`config.mk`:
```
export PLATFORM = sky130hd
export DESIGN_NAME = uart_rx_tagged
export DESIGN_NICKNAME = d
export VERILOG_FILES = /design/src/rtl/uart_rx_pkg.sv /design/src/rtl/uart_rx_deser.sv /design/src/rtl/uart_rx_store.sv /design/src/rtl/uart_rx_tmo.sv /design/src/rtl/uart_rx_tagged.sv
export SDC_FILE = /design/constraint.sdc
export NUM_CORES = 1
export LEC_CHECK = 0
export ABC_AREA = 1
export CAP_MARGIN = 20
export CORE_ASPECT_RATIO = 2
export CORE_MARGIN = 4
export CORE_UTILIZATION = 50
export DETAILED_ROUTE_END_ITERATION = 16
export DONT_BUFFER_PORTS = 1
export PLACE_DENSITY = 0.68
export SETUP_SLACK_MARGIN = 0.2
export SYNTH_ARGS = -nofsm -noshare
export SYNTH_HDL_FRONTEND = slang
export SYNTH_SLANG_ARGS = --single-unit
```
`constraint.sdc`:
```
create_clock -name clk -period 4.03 [get_ports clk]
set_clock_uncertainty 0.15 [all_clocks]
set_input_delay 0.6045 -clock clk [delete_from_list [all_inputs] [get_ports clk]]
set_output_delay 0.6045 -clock clk [all_outputs]
set_load 0.01 [all_outputs]
```
`src/rtl/uart_rx_pkg.sv`:
```
package uart_rx_pkg;
   localparam int ENTRY_W = 12;

   typedef struct packed {
      logic       ovr;
      logic       brk;
      logic       perr;
      logic       ferr;
      logic [7:0] data;
   } rx_entry_t;

   typedef enum logic [2:0] {
      RX_IDLE, RX_START, RX_DATA, RX_PAR, RX_STOP, RX_HOLD
   } rx_state_t;
endpackage

```
`src/rtl/uart_rx_deser.sv`:
```
module uart_rx_deser
   import uart_rx_pkg::*;
#(
   parameter int OVS         = 16,
   parameter int SYNC_STAGES = 2
) (
   input  logic      clk,
   input  logic      rst_n,
   input  logic      tick,
   input  logic      rxd,
   input  logic      par_en,
   input  logic      par_odd,
   output logic      done,
   output rx_entry_t ent
);
   localparam int CW = $clog2(OVS);
   localparam logic [CW-1:0] MID  = CW'(OVS / 2 - 1);
   localparam logic [CW-1:0] LAST = CW'(OVS - 1);

   logic            rx_s;
   rx_state_t       st;
   logic [CW-1:0]   cnt;
   logic [2:0]      bidx;
   logic [7:0]      shreg;
   logic            all_low;
   logic            par_bad;

   generate
      if (SYNC_STAGES == 0) begin : g_nosync
         assign rx_s = rxd;
      end else begin : g_sync
         logic [SYNC_STAGES-1:0] sr;
         always_ff @(posedge clk or negedge rst_n) begin
            if (!rst_n) sr <= '1;
            else        sr <= (sr << 1) | SYNC_STAGES'(rxd);
         end
         assign rx_s = sr[SYNC_STAGES-1];
      end
   endgenerate

   always_ff @(posedge clk or negedge rst_n) begin
      if (!rst_n) begin
         st      <= RX_IDLE;
         cnt     <= '0;
         bidx    <= '0;
         shreg   <= '0;
         all_low <= 1'b0;
         par_bad <= 1'b0;
         done    <= 1'b0;
         ent     <= '0;
      end else begin
         done <= 1'b0;
         if (tick) begin
            unique case (st)
               RX_IDLE: if (!rx_s) begin
                  st  <= RX_START;
                  cnt <= '0;
               end
               RX_START: if (cnt == MID) begin
                  cnt <= '0;
                  if (!rx_s) begin
                     st      <= RX_DATA;
                     bidx    <= '0;
                     all_low <= 1'b1;
                     par_bad <= 1'b0;
                  end else begin
                     st <= RX_IDLE;
                  end
               end else cnt <= cnt + CW'(1);
               RX_DATA: if (cnt == LAST) begin
                  cnt     <= '0;
                  shreg   <= {rx_s, shreg[7:1]};
                  all_low <= all_low & ~rx_s;
                  if (bidx == 3'd7) st <= par_en ? RX_PAR : RX_STOP;
                  else              bidx <= bidx + 3'd1;
               end else cnt <= cnt + CW'(1);
               RX_PAR: if (cnt == LAST) begin
                  cnt     <= '0;
                  par_bad <= rx_s ^ (^shreg) ^ par_odd;
                  all_low <= all_low & ~rx_s;
                  st      <= RX_STOP;
               end else cnt <= cnt + CW'(1);
               RX_STOP: if (cnt == LAST) begin
                  cnt       <= '0;
                  done      <= 1'b1;
                  ent.ovr   <= 1'b0;
                  ent.brk   <= all_low & ~rx_s;
                  ent.perr  <= par_bad;
                  ent.ferr  <= ~rx_s;
                  ent.data  <= shreg;
                  st        <= rx_s ? RX_IDLE : RX_HOLD;
               end else cnt <= cnt + CW'(1);
               RX_HOLD: if (rx_s) st <= RX_IDLE;
               default: st <= RX_IDLE;
            endcase
         end
      end
   end
endmodule

```
`src/rtl/uart_rx_store.sv`:
```
module uart_rx_store
   import uart_rx_pkg::*;
#(
   parameter int DEPTH = 16
) (
   input  logic      clk,
   input  logic      rst_n,
   input  logic      fifo_en,
   input  logic      push,
   input  rx_entry_t wdata,
   input  logic      pop_req,
   output rx_entry_t head,
   output logic      empty,
   output logic      full,
   output logic      activity
);
   localparam int AW = (DEPTH > 1) ? $clog2(DEPTH) : 1;
   localparam int CW = $clog2(DEPTH + 1);
   localparam bit POW2 = (DEPTH & (DEPTH - 1)) == 0;

   rx_entry_t     mem [DEPTH];
   logic [AW-1:0] wr_ptr, rd_ptr, wr_nxt, rd_nxt, last_idx;
   logic [CW-1:0] count, cap;
   logic          wr_acc, pop, ovr_mark;

   assign cap      = fifo_en ? CW'(DEPTH) : CW'(1);
   assign empty    = (count == '0);
   assign full     = (count >= cap);
   assign pop      = pop_req & ~empty;
   assign wr_acc   = push & ~full;
   assign ovr_mark = push & full;
   assign activity = wr_acc | pop;
   assign head     = empty ? '0 : mem[rd_ptr];

   generate
      if (POW2) begin : g_pow2
         assign wr_nxt   = wr_ptr + AW'(1);
         assign rd_nxt   = rd_ptr + AW'(1);
         assign last_idx = wr_ptr - AW'(1);
      end else begin : g_wrap
         assign wr_nxt   = (wr_ptr == AW'(DEPTH - 1)) ? '0 : wr_ptr + AW'(1);
         assign rd_nxt   = (rd_ptr == AW'(DEPTH - 1)) ? '0 : rd_ptr + AW'(1);
         assign last_idx = (wr_ptr == '0) ? AW'(DEPTH - 1) : wr_ptr - AW'(1);
      end
   endgenerate

   always_ff @(posedge clk) begin
      if (wr_acc)        mem[wr_ptr]       <= wdata;
      else if (ovr_mark) mem[last_idx].ovr <= 1'b1;
   end

   always_ff @(posedge clk or negedge rst_n) begin
      if (!rst_n) begin
         wr_ptr <= '0;
         rd_ptr <= '0;
         count  <= '0;
      end else begin
         if (wr_acc) wr_ptr <= wr_nxt;
         if (pop)    rd_ptr <= rd_nxt;
         unique case ({wr_acc, pop})
            2'b10:   count <= count + CW'(1);
            2'b01:   count <= count - CW'(1);
            default: count <= count;
         endcase
      end
   end
endmodule

```
`src/rtl/uart_rx_tmo.sv`:
```
module uart_rx_tmo #(
   parameter int LIMIT = 511
) (
   input  logic clk,
   input  logic rst_n,
   input  logic tick,
   input  logic empty,
   input  logic restart,
   output logic timeout
);
   localparam int TW = $clog2(LIMIT + 1);
   localparam logic [TW-1:0] LIM = TW'(LIMIT);

   logic [TW-1:0] age;

   always_ff @(posedge clk or negedge rst_n) begin
      if (!rst_n)                    age <= '0;
      else if (empty || restart)     age <= '0;
      else if (tick && age != LIM)   age <= age + TW'(1);
   end

   assign timeout = (age == LIM);
endmodule

```
`src/rtl/uart_rx_tagged.sv`:
```
module uart_rx_tagged
   import uart_rx_pkg::*;
#(
   parameter int OVS         = 16,
   parameter int DEPTH       = 16,
   parameter int TMO_TICKS   = 511,
   parameter int SYNC_STAGES = 2
) (
   input  logic                clk,
   input  logic                rst_n,
   input  logic                tick,
   input  logic                rxd,
   input  logic                fifo_en,
   input  logic                par_en,
   input  logic                par_odd,
   input  logic                rd_en,
   output logic [ENTRY_W-1:0]  rd_data,
   output logic                empty,
   output logic                full,
   output logic                timeout
);
   initial begin
      assert (OVS >= 4 && OVS % 2 == 0) else $error("OVS must be even and at least 4");
      assert (DEPTH >= 2)               else $error("DEPTH must be at least 2");
      assert (TMO_TICKS >= 1)           else $error("TMO_TICKS must be at least 1");
      assert (SYNC_STAGES >= 0)         else $error("SYNC_STAGES must not be negative");
   end

   rx_entry_t rx_ent, head;
   logic      rx_done, activity;

   uart_rx_deser #(.OVS(OVS), .SYNC_STAGES(SYNC_STAGES)) u_deser (
      .clk     (clk),
      .rst_n   (rst_n),
      .tick    (tick),
      .rxd     (rxd),
      .par_en  (par_en),
      .par_odd (par_odd),
      .done    (rx_done),
      .ent     (rx_ent)
   );

   uart_rx_store #(.DEPTH(DEPTH)) u_store (
      .clk      (clk),
      .rst_n    (rst_n),
      .fifo_en  (fifo_en),
      .push     (rx_done),
      .wdata    (rx_ent),
      .pop_req  (rd_en),
      .head     (head),
      .empty    (empty),
      .full     (full),
      .activity (activity)
   );

   uart_rx_tmo #(.LIMIT(TMO_TICKS)) u_tmo (
      .clk     (clk),
      .rst_n   (rst_n),
      .tick    (tick),
      .empty   (empty),
      .restart (activity),
      .timeout (timeout)
   );

   assign rd_data = head;
endmodule

```
== Word-level counts from Yosys, hierarchy flattened ==
Memories as Yosys holds them, arrays and structs flattened.
Index checks and enable logic that the tools add are counted.
Word-level totals
  output and inout port bits: 15
  bits of input ports: 8
  memories kept: 1
  memory bits (writable): 192
  flip-flop bits (word level): 56
  word-level logic and storage cells: 124
Cells by class
  bitwise operators: 11
  $lt $le $gt $ge: 1
  reductions and logical operators: 21
  $add $sub $neg: 8
  equality and inequality tests: 22
  mux-type cells: 44
Memories
  u_store.mem: depth 16, bits a word 12, rd ports 1, clocked after memory_dff 0, write ports 1, line uart_rx_store.sv:21  | rx_entry_t mem [DEPTH];
Operators by type and width (count)
  $mux W3: 13
  $mux W12: 2
  $mux W9: 2
  $pmux W3 S6: 1
  $mux W4: 4
  $mux W1: 14
  $ne A2 B1 Y1 const B: 7
  $add A4 B1 Y4 const B: 3
  $pmux W4 S3: 1
  $reduce_or A12 Y1: 1
  $pmux W5 S2: 1
  $reduce_and A5 Y1: 2
  $reduce_bool A2 Y1: 5
  $add A9 B1 Y9 const B: 1
  $eq A3 B3 Y1 const B: 3
  $eq A9 B9 Y1 const B: 1
  $ne A9 B9 Y1 const B: 1
  $reduce_and A3 Y1: 3
  $reduce_and A8 Y1: 1
  $reduce_xor A8 Y1: 1
  $eq A3 B2 Y1 const B: 2
  $ne A2 B2 Y1 const B: 3
  $pmux W3 S2: 1
  $reduce_and A6 Y1: 1
  25 further kinds: 33

== Longest topological paths before layout ==
Gate-level depths: netlist (run 1).
  word-level depth: 8
  depth in mapped cells: 17
  gate-level depth less buffers: 16

== Cells and area by module ==
A second synthesis (run 1) with hierarchy kept.
Unflattened totals
  cells, all modules: 1000
  area total of the unflattened synthesis: 11118.2 um^2
By module, submodules not included
  uart_rx_store: area an instance 8871.0 um^2, sequential area each 6090.8 um^2, instances 1, cells an instance 710
  uart_rx_deser: area an instance 1722.9 um^2, sequential area each 853.3 um^2, instances 1, cells an instance 224
  uart_rx_tmo: area an instance 524.3 um^2, sequential area each 225.2 um^2, instances 1, cells an instance 66

== Least setup slack after synthesis (run 1) ==
Ideal clock, no wire load.
  path type: in2reg
  from: input port fifo_en
  to: register u_store.count[4]
  path slack: 0.829 ns
  arrival time: 2.920 ns
  data required time: 3.749 ns
  library setup time: 0.131 ns
  stages: 16
  path buffers: 1
  path through: inv_1 ha_1 nor2_1 nand3_2 nand2_4 nand2_8 nor2_8 inv_4 buf_6 ha_1 fa_1 a21oi_1 o21bai_1 a21oi_1 o21ai_0 xor2_1
Between the ends
  cells in the longest elaborated chain, start to end: 6
  elaborated cells on any way between the ends: 8
  classes of those cells: 1 x order compare; 2 x eq/ne; 2 x mux; 2 x bitwise; 1 x reduce/logical
RTL lines
  from (decl): line uart_rx_tagged.sv:13  | input logic fifo_en,
  $mux W5 (*): line uart_rx_store.sv:26  | assign cap = fifo_en ? CW'(DEPTH) : CW'(1);
  $ge A5 B5 Y1 (*): line uart_rx_store.sv:28  | assign full = (count >= cap);
  named net full: line uart_rx_tagged.sv:19  | output logic full,
  $not A1 Y1 (*): line uart_rx_store.sv:30  | assign wr_acc = push & ~full;
  $and A1 B1 Y1 (*): line uart_rx_store.sv:30
  $eq A2 B1 Y1 / $eq A2 B2 Y1 (equally long branches): line uart_rx_store.sv:60  | unique case ({wr_acc, pop})
  $pmux W5 S2 / $reduce_bool A2 Y1 (equally long branches)
  to (signal assigned): line uart_rx_store.sv:61  | 2'b10: count <= count + CW'(1);
  to (signal assigned): line uart_rx_store.sv:62  | 2'b01: count <= count - CW'(1);
  to (signal assigned): line uart_rx_store.sv:63  | default: count <= count;
  to (decl): line uart_rx_store.sv:23  | logic [CW-1:0] count, cap;
Mark *: on every way through the listed nets, which the timed path passes. The rest lies on a longest branch.
A chain may end at the register's enable or synchronous reset.

== Final worst setup path (run 1) ==
  from: register u_store.rd_ptr[0]
  to: output port rd_data[4]
Between the ends
  cells in the longest elaborated chain, start to end: 2
RTL lines
  from (decl): line uart_rx_store.sv:22  | logic [AW-1:0] wr_ptr, rd_ptr, wr_nxt, rd_nxt, last_idx;
  from (signal assigned): line uart_rx_store.sv:59  | if (pop) rd_ptr <= rd_nxt;
  $mem_v2 Z16 W12
  $mux W12: line uart_rx_store.sv:33  | assign head = empty ? '0 : mem[rd_ptr];
  to (decl): line uart_rx_tagged.sv:17  | output logic [ENTRY_W-1:0] rd_data,
No other way between the ends.

==> results of run 1 <==
stage by stage:
step,hold WS (ns),utilization,power (µW)
after floorplan,0.159,-,4780
after global placement,0.161,0.523,5320
after detailed placement,0.161,0.523,5370
final,0.150,0.558,7430
after global routing,0.191,0.558,7850
after CTS,0.131,0.558,7500
power by group through the flow:
stage	clock, µW	combinational (µW)	sequential [µW]
after floorplan	0	1840	2940
after global placement	0	2320	3000
after detailed placement	0	2370	3000
after CTS	2140	2400	2950
after global routing	2240	2640	2960
final	2100	2380	2950
final timing paths:
kind	start	to	slack [ns]	cells after the start
setup reg to reg	u_store.count[0]	u_store.count[4]	0.82	15
hold reg to reg	u_deser.g_sync.sr[0]	u_deser.g_sync.sr[1]	0.21	0
hold / removal	par_en	u_deser.st[0]	0.15	2
min in group asynchronous	rst_n	u_tmo.age[7]	0.48	2
max in group asynchronous	rst_n	u_deser.g_sync.sr[0]	2.94	2
setup / recovery	u_store.rd_ptr[0]	rd_data[4]	0.50	5
synthesized netlist by cell type (5+ instances only):
| cell | number | area share |
|---|---|---|
| nand4_1 | 5 | 0.0028 |
| edfxtp_1 | 192 | 0.51 |
| o21bai_1 | 49 | 0.033 |
| nand2_1 | 78 | 0.026 |
| nor3_2 | 19 | 0.017 |
| buf_2 | 20 | 0.0089 |
| o21ai_1 | 29 | 0.013 |
| xnor2_1 | 6 | 0.0047 |
| ha_1 | 15 | 0.017 |
| buf_4 | 6 | 0.0040 |
| nor2_4 | 5 | 0.0050 |
| nand2_2 | 15 | 0.0083 |
| xor2_1 | 12 | 0.0093 |
| inv_1 | 59 | 0.020 |
| nor3_1 | 6 | 0.0027 |
| nor2_2 | 5 | 0.0028 |
| o221ai_1 | 37 | 0.029 |
| o21a_1 | 12 | 0.0080 |
| nand2_4 | 14 | 0.014 |
| dfrtp_1 | 54 | 0.12 |
| nand3_1 | 39 | 0.017 |
| o21ai_0 | 58 | 0.026 |
| o211ai_1 | 12 | 0.0080 |
| nor2_1 | 132 | 0.044 |
| clkbuf_1 | 15 | 0.0050 |
| inv_2 | 12 | 0.0040 |
| a21oi_1 | 26 | 0.012 |
metal layers:
layer / up-vias / GRT usage / part of all wire / wire length, µm
met5: - / 0 / 0 / 0
met4: 0 / 0.103 / 0.044 / 1140
met2: 232 / 0.391 / 0.54 / 13800
met1: 3524 / 0.237 / 0.36 / 9230
met3: 76 / 0.0253 / 0.057 / 1470
li1: 3424 / - / - / -
final cells by class:
class	count	area, µm²	share of cell area
Sequential cell	248	7170	0.580
Multi-Input combinational cell	591	3540	0.287
Clock buffer	31	606	0.0490
Tap cell	276	345	0.0279
Timing Repair Buffer	33	298	0.0241
Inverter	74	287	0.0232
Clock inverter	8	108	0.00871
flip-flops by register name, summed over array words and instances (netlist names), 3 cells and up:
register        flops
u_store.mem       192
u_deser.ent        11
u_tmo.age           9
u_deser.shreg       8
u_store.count       5
u_deser.cnt         4
u_store.rd_ptr      4
u_store.wr_ptr      4
u_deser.bidx        3
u_deser.st          3
critical path: stages, from the launching register on:
cell and delay [ns]:
dfrtp_2 0.37, buf_4 0.74, o21ai_0 0.22, o221ai_1 0.24, nand3_1 0.13, a21oi_1 0.46
cell families (layout without fill, tap and decap cells):
| group | after synthesis | after routing | synth area share |
|---|---|---|---|
| AOI/OAI and AO/OA | 228 | 228 | 0.131 |
| xor gates and xnor gates | 18 | 18 | 0.0140 |
| adders and majority gates | 16 | 16 | 0.0185 |
| buffers and inverters | 121 | 146 | 0.0475 |
| DFF | 248 | 248 | 0.638 |
| and+or+nand+nor | 329 | 329 | 0.151 |
==> results.sh, run 1 <==
export IMPL_status="complete, no violations"
export IMPL_comb_power_share=0.320
export IMPL_grt_max_degree=99
export IMPL_yosysSeqAreaShare=0.638
export IMPL_max_freq_ghz=0.283
export IMPL_yosys_warnings=0
export IMPL_ir_drop_mv=0.336
export IMPL_seq_power_share=0.397
export IMPL_setup_viol=0
export IMPL_clockBufferDepth=3
export IMPL_nNetsFinal=994
export IMPL_dp_cells=1219
export IMPL_p_int_uw=4800
export IMPL_drv_slew=0
export IMPL_die_y_um=220
export IMPL_core_area_um2=22200
export IMPL_post_synth_cell_area_avg_um2=11.7
export IMPL_wl_per_cell_um=20.3
export IMPL_layout_commonest_cell="edfxtp_1"
export IMPL_synth_area_um2=11200
export IMPL_antenna_found_initial=0
export IMPL_place_ws_ns=0.727
export IMPL_die_area_um2=25100
export IMPL_start_util=0.507
export IMPL_mostFrequentLayoutCells="edfxtp_1 (192), nor2_1 (132), nand2_1 (78), inv_1 (59), o21ai_0 (58)"
export IMPL_fin_tns_setup_ns=0
export IMPL_postCtsSetupRepairBufs=0
export IMPL_power_leakage_uw=0.00457
export IMPL_clk_pin_slew_ns=0.07
export IMPL_finalCritPeriodShare=0.876
export IMPL_die_w_um=114
export IMPL_rsz0062_at_grt="false"
export IMPL_p_sw_frac=0.353
export IMPL_portBuffers=0
export IMPL_period_needed_ns=3.53
export IMPL_dp_hpwl_mm=16.0
export IMPL_power_density_nw_per_um2=601
export IMPL_post_dp_cell_area_um2=11600
export IMPL_hp_class="input port to flip-flop"
export IMPL_clock_latency_ns=0.51
export IMPL_critical_path_class="flip-flop to primary output"
export IMPL_drive_gt1_frac=0.146
export IMPL_start_kind="flip-flop"
export IMPL_grt_pass1_vias=7525
export IMPL_via_per_inst=5.75
export IMPL_area_growth_pct=9.88
export IMPL_io_pins=23
export IMPL_grt_usage=0.211
export IMPL_fillers=1851
export IMPL_synth_distinct_cells=47
export IMPL_cts_buffers=22
export IMPL_critical_path_arrival_ns=2.77
export IMPL_initialDrtViolationCount=517
export IMPL_hold_viol=0
export IMPL_fin_cells=1261
export IMPL_ant_nets=0
export IMPL_synth_edff_count=192
export IMPL_root_buffer="clkbuf_16"
export IMPL_cts_max_level=1
export IMPL_num_rows=77
export IMPL_diodes=0
export IMPL_cts_sinks=248
export IMPL_cts_hold_buf=3
export IMPL_cap_violations=0
export IMPL_p_sw_uw=2620
export IMPL_cts_tree="built"
export IMPL_fin_ws_ns=0.501
export IMPL_clock_power_share=0.283
export IMPL_gp_congestion=0.853
export IMPL_synthFlopType="edfxtp_1"
export IMPL_wirelength_mm=25.7
export IMPL_syn_inst=960
export IMPL_grt_pass1_wl_mm=40.6
export IMPL_worstPathRequired_ns=3.28
export IMPL_syn_num_nets=984
export IMPL_vias=7256
export IMPL_worstMarginPinSlew_ns=1.04
export IMPL_drc=0
export IMPL_postLayoutCellArea_um2=12400
export IMPL_ctsResizeCount=0
export IMPL_first_pass_iters=8
export IMPL_yosys_register_bits=248
export IMPL_cp_end_kind="primary output"
export IMPL_async_reset_ff_frac=0.226
export IMPL_grt_overflow=0
export IMPL_cp_max_fo=98
export IMPL_relSlewSlack=0.304
(Power assumes the default switching activity.)
==> inputs of run 2 (changes only) <==
--- a/config.mk
+++ b/config.mk
@@ -9,10 +9,10 @@
 export CAP_MARGIN = 20
 export CORE_ASPECT_RATIO = 2
 export CORE_MARGIN = 4
-export CORE_UTILIZATION = 50
+export CORE_UTILIZATION = 40
 export DETAILED_ROUTE_END_ITERATION = 16
 export DONT_BUFFER_PORTS = 1
-export PLACE_DENSITY = 0.68
+export PLACE_DENSITY = 0.57
 export SETUP_SLACK_MARGIN = 0.2
 export SYNTH_ARGS = -nofsm -noshare
 export SYNTH_HDL_FRONTEND = slang
==> run 2 against run 1 <==
  * Combinational power shrank 4%
  * Flip-flop and latch count is the same
  * Via count down 2.5%
  * Fmax fell by 0.74%
  * First-iteration DRC count decreased by 9.1%
  * Register-to-register slack improved by 0.04 ns
  * Utilization is 10 points lower
  * Critical path depth did not move
  * Cell area increased by 1.7%
  * Global-route usage shrank 4.1 points
  * Critical path type unchanged
  * Highest routed layer unchanged
==> results.sh, run 2 (synthesis gave the netlist of run 1 again) <==
export IMPL_cts_sinks=248
export IMPL_p_sw_uw=2640
export IMPL_top_usage_layer="met2"
export IMPL_fin_tns_setup_ns=0
export IMPL_cts_max_level=1
export IMPL_start_kind="flip-flop"
export IMPL_grt_use_met2=0.316
export IMPL_seq_power_share=0.401
export IMPL_start_util=0.407
export IMPL_cap_violations=0
export IMPL_grt_met1_usage=0.203
export IMPL_status="complete, no violations"
export IMPL_dp_cells=1299
export IMPL_relSlewSlack=0.276
export IMPL_clk_pin_slew_ns=0.07
export IMPL_num_rows=86
export IMPL_first_pass_iters=5
export IMPL_hold_viol=0
export IMPL_root_buffer="clkbuf_16"
export IMPL_period_needed_ns=3.56
export IMPL_critical_path_class="flip-flop to primary output"
export IMPL_cpMaxStageDelayCell="dfrtp_2"
export IMPL_vias=7074
export IMPL_clockBufferDepth=3
export IMPL_rsz0062_at_grt="false"
export IMPL_ctsResizeCount=0
export IMPL_wl_per_cell_um=19.4
export IMPL_layout_commonest_cell="edfxtp_1"
export IMPL_met3_usage=0.0185
export IMPL_io_pins=23
export IMPL_hp_class="input port to flip-flop"
export IMPL_setup_viol=0
export IMPL_mostFrequentLayoutCells="edfxtp_1 (192), nor2_1 (132), nand2_1 (78), inv_1 (59), o21ai_0 (58)"
export IMPL_power_density_nw_per_um2=601
export IMPL_portBuffers=0
export IMPL_timing_reg2reg_setup_slack_ns=0.86
export IMPL_reg_largest_list="u_store.mem: 192 flops, u_deser.ent: 11 flops, u_tmo.age: 9 flops"
export IMPL_finalCritPeriodShare=0.882
export IMPL_cts_tree="built"
export IMPL_ir_drop_mv=0.411
export IMPL_cts_buffers=24
export IMPL_grt_pass1_vias=7185
export IMPL_die_y_um=245
export IMPL_initialDrtViolationCount=470
export IMPL_wirelength_mm=26.1
export IMPL_grt_overflow=0
export IMPL_clock_latency_ns=0.52
export IMPL_grt_pass1_wl_mm=41.3
export IMPL_critical_path_arrival_ns=2.80
export IMPL_gp_congestion=0.780
export IMPL_die_area_um2=31000
export IMPL_critPathMaxStageDelay_ns=1.06
export IMPL_worstMarginPinSlew_ns=1.09
export IMPL_hold_slack_ns=0.153
export IMPL_cp_max_fo=59
export IMPL_drv_slew=0
export IMPL_cp_end_kind="primary output"
export IMPL_hold_path_depth=2
export IMPL_via_per_inst=5.26
export IMPL_largest_reg_flops=192
export IMPL_comb_power_share=0.304
export IMPL_clock_power_share=0.295
export IMPL_drive_gt1_frac=0.156
export IMPL_worst_r2r_cell_count=15
export IMPL_p_sw_frac=0.349
export IMPL_r2r_end="u_store.count[4]"
export IMPL_min_from="par_en"
export IMPL_area_growth_pct=11.7
export IMPL_nNetsFinal=1001
export IMPL_dp_hpwl_mm=16.7
export IMPL_worstPathRequired_ns=3.28
export IMPL_drc=0
export IMPL_p_int_uw=4920
export IMPL_max_freq_ghz=0.281
export IMPL_grt_usage=0.171
export IMPL_fin_cells=1346
export IMPL_ant_nets=0
export IMPL_power_leakage_uw=0.00465
export IMPL_diodes=0
export IMPL_antenna_found_initial=0
export IMPL_die_w_um=127
export IMPL_min_to="u_deser.st[0]"
export IMPL_core_area_um2=27700
export IMPL_reg2reg_from="u_store.count[0]"
export IMPL_worstPathCellList="buf_12, o21ai_0, o221ai_1, nand3_1, a21oi_1"
export IMPL_grt_max_degree=99
export IMPL_largest_register="u_store.mem"
-- run 2: worst max-delay path, delay by kind of cell, from the launching register on --
family | cells | cell delay, ns
buf+inv | 1 | 0.26
flops | 1 | 1.06
simple gates | 1 | 0.12
compound gates | 3 | 0.78
-- run 2: power by group through the flow --
stage	Sequential [µW]	Combinational, µW	Clock [µW]
floorplan	2940	1840	0
global placement	3080	2300	0
detailed placement	3080	2320	0
CTS	3030	2340	2280
global route	3050	2590	2390
finish	3030	2290	2230
-- run 2: through the flow --
stage               cell area [µm²]  utilization  power [µW]  setup slack [ns]
CTS                           12500        0.454        7650             0.459
global route                  12600        0.454        8020             0.276
detailed placement            11700        0.424        5400             0.692
global placement              11700        0.424        5380             0.743
finish                        12600        0.454        7550             0.474
floorplan                     11200            -        4780             0.829
-- run 2: layout make-up --
cell class,instances,area [µm²]
inverters,74,287
fillers,2539,15100
repair buffers,38,342
multi-input cells,591,3540
clock buffers,32,672
clock inverters,11,108
flip-flops and latches,248,7170
well taps,352,440
-- run 2: how the worst max path moves through the flow --
stage	from	endpoint	slack (ns)	cells after the start
2_1_floorplan	fifo_en	u_store.count[4]	0.83	16
3_3_place_gp	fifo_en	u_store.count[4]	0.74	15
3_5_place_dp	fifo_en	u_store.count[4]	0.69	15
4_1_cts	u_store.rd_ptr[1]	rd_data[9]	0.46	6
5_1_grt	u_store.rd_ptr[1]	rd_data[10]	0.28	4
6_report	u_store.rd_ptr[1]	rd_data[1]	0.47	5
-- run 2: repair_timing --
action,in CTS,in global routing
endpoints found under the hold margin,57,0
hold buffers,3,0
setup buffers,0,0
-- run 2: per-layer routing --
metal	part of all wire	routed length [µm]
met2	0.54	14200
met1	0.39	10200
met5	0	0
met4	0.030	776
met3	0.033	872
==> inputs of run 3 (changes only) <==
--- a/config.mk
+++ b/config.mk
@@ -6,13 +6,14 @@
 export NUM_CORES = 1
 export LEC_CHECK = 0
 export ABC_AREA = 1
+export BUFFER_PORTS_ARGS = -buffer_cell sky130_fd_sc_hd__buf_2
 export CAP_MARGIN = 20
 export CORE_ASPECT_RATIO = 2
 export CORE_MARGIN = 4
 export CORE_UTILIZATION = 40
+export CTS_CLUSTER_SIZE = 16
 export DETAILED_ROUTE_END_ITERATION = 16
-export DONT_BUFFER_PORTS = 1
-export PLACE_DENSITY = 0.57
+export PLACE_DENSITY = 0.58
 export SETUP_SLACK_MARGIN = 0.2
 export SYNTH_ARGS = -nofsm -noshare
 export SYNTH_HDL_FRONTEND = slang
==> run 3 against run 2 <==
  * Flip-flop and latch count unchanged
  * Clock power up 2%
  * Combinational power up 7%
  * Cell area up 0.63%
  * Highest routed layer unchanged
  * Register-to-register slack about the same
  * Global-route usage about the same
  * Utilization up 0.29 points
==> results.sh, run 3 (synthesis gave the netlist of run 1 again) <==
export IMPL_worstPathCellList="buf_4, o21ai_0, o221ai_1, nand3_1, a21oi_1, buf_2"
export IMPL_relSlewSlack=0.329
export IMPL_cp_max_fo=58
export IMPL_power_leakage_uw=0.00473
export IMPL_crit_buf_inv=2
export IMPL_start_kind="flip-flop"
export IMPL_cts_buffers=23
export IMPL_dp_hpwl_mm=17.3
export IMPL_cp_top_family="flip-flops"
export IMPL_place_ws_ns=0.626
export IMPL_io_pins=23
export IMPL_ctsResizeCount=0
export IMPL_postCtsSetupRepairBufs=0
export IMPL_start_util=0.407
export IMPL_cts_max_level=1
export IMPL_critical_path_class="flip-flop to primary output"
export IMPL_grt_overflow=0
export IMPL_area_growth_pct=12.4
export IMPL_timing_reg2reg_setup_slack_ns=0.87
export IMPL_setup_viol=0
export IMPL_vias=7282
export IMPL_largest_reg_flops=192
export IMPL_grt_pass1_vias=7349
export IMPL_worst_r2r_cell_count=15
export IMPL_core_area_um2=27700
export IMPL_ir_drop_mv=0.324
export IMPL_cpMaxStageDelayCell="dfrtp_2"
export IMPL_worstMarginPinSlew_ns=1.01
export IMPL_cts_hold_buf=0
export IMPL_max_freq_ghz=0.277
export IMPL_wl_per_cell_um=19.5
export IMPL_die_y_um=245
export IMPL_drv_slew=0
export IMPL_grt_pass1_wl_mm=41.2
export IMPL_fin_ws_ns=0.418
export IMPL_largest_register="u_store.mem"
export IMPL_cap_violations=0
export IMPL_postLayoutCellArea_um2=12600
export IMPL_layout_commonest_cell="edfxtp_1"
export IMPL_finalCritPeriodShare=0.896
export IMPL_diodes=0
export IMPL_grt_max_degree=59
export IMPL_grt_usage=0.171
export IMPL_antenna_found_initial=0
export IMPL_initialDrtViolationCount=444
export IMPL_gp_congestion=0.820
export IMPL_hold_slack_ns=0.0298
export IMPL_hold_path_depth=1
export IMPL_num_rows=86
export IMPL_drive_gt1_frac=0.177
export IMPL_period_needed_ns=3.61
export IMPL_mostFrequentLayoutCells="edfxtp_1 (192), nor2_1 (132), nand2_1 (78), inv_1 (59), o21ai_0 (58)"
export IMPL_fin_tns_setup_ns=0
export IMPL_clockBufferDepth=3
export IMPL_drc=0
export IMPL_cp_end_kind="primary output"
export IMPL_reg_largest_list="u_store.mem: 192 flops, u_deser.ent: 11 flops, u_tmo.age: 9 flops"
export IMPL_rsz0062_at_grt="false"
export IMPL_cts_tree="built"
export IMPL_nNetsFinal=1021
export IMPL_cts_sinks=248
export IMPL_reg2reg_from="u_store.count[0]"
export IMPL_status="complete, no violations"
export IMPL_fillers=2552
export IMPL_worstPathRequired_ns=3.28
export IMPL_finalPower_uw=7720
export IMPL_r2r_end="u_store.count[4]"
export IMPL_die_area_um2=31000
export IMPL_root_buffer="clkbuf_16"
export IMPL_min_from="rxd"
export IMPL_die_w_um=127
export IMPL_clock_latency_ns=0.51
export IMPL_power_density_nw_per_um2=611
export IMPL_critical_path_arrival_ns=2.86
export IMPL_ant_nets=0
export IMPL_wirelength_mm=26.6
export IMPL_hp_class="input port to flip-flop"
export IMPL_min_to="u_deser.g_sync.sr[0]"
export IMPL_first_pass_iters=5
export IMPL_critPathMaxStageDelay_ns=1.01
export IMPL_via_per_inst=5.33
export IMPL_hold_viol=0
export IMPL_post_dp_cell_area_um2=11800
export IMPL_portBuffers=22
export IMPL_clk_pin_slew_ns=0.07
## run 3: cell types whose count changed in the layout (fill, tap and decap cells not counted)
cell / before / now
buf_2: 0 / 22
buf_4: 32 / 36
clkbuf_1: 5 / 2
dlygate4sd3_1: 2 / 0
buf_12: 2 / 1
buf_16: 1 / 0
clkbuf_16: 25 / 26
clkinvlp_4: 1 / 0
## run 3: worst max-delay path by stage
stage | from | end | slack [ns] | cells after the start
after floorplan | fifo_en | u_store.count[4] | 0.83 | 16
after global placement | fifo_en | u_store.count[4] | 0.66 | 16
after detailed placement | fifo_en | u_store.count[4] | 0.63 | 16
after CTS | u_store.rd_ptr[1] | rd_data[4] | 0.35 | 6
after global routing | u_store.rd_ptr[1] | rd_data[2] | 0.22 | 7
final | u_store.rd_ptr[1] | rd_data[4] | 0.42 | 6
## run 3: layout make-up
cell class | instances | area [µm²] | area share
tap | 352 | 440 | 0.0348
clock inverter | 10 | 100 | 0.00792
inverter | 74 | 287 | 0.0227
clock buffer | 31 | 699 | 0.0553
timing repair buffer | 59 | 400 | 0.0317
multi-input combinational | 591 | 3540 | 0.280
sequential | 248 | 7170 | 0.567
## run 3: metrics by stage
stage,instances,util
6_report,1365,0.457
5_1_grt,1365,0.457
4_1_cts,1365,0.457
3_5_place_dp,1324,0.428
3_3_place_gp,1324,0.428
2_1_floorplan,960,-
## run 3: layer usage
layer / share of wire / wire (µm) / vias up / global-route usage
met4: 0.040 / 1070 / 0 / 0.0736
met5: 0 / 0 / - / 0
met3: 0.037 / 985 / 51 / 0.0222
met1: 0.38 / 10100 / 3606 / 0.189
li1: - / - / 3482 / -
met2: 0.54 / 14500 / 143 / 0.323
## run 3: where the power goes
part | total [µW] | leakage, µW | internal, µW | switching [µW]
Clock | 2280 | 0.000397 | 1350 | 935
Combinational | 2440 | 0.00173 | 876 | 1570
Sequential | 3000 | 0.00261 | 2820 | 178
Total | 7720 | 0.00473 | 5040 | 2680
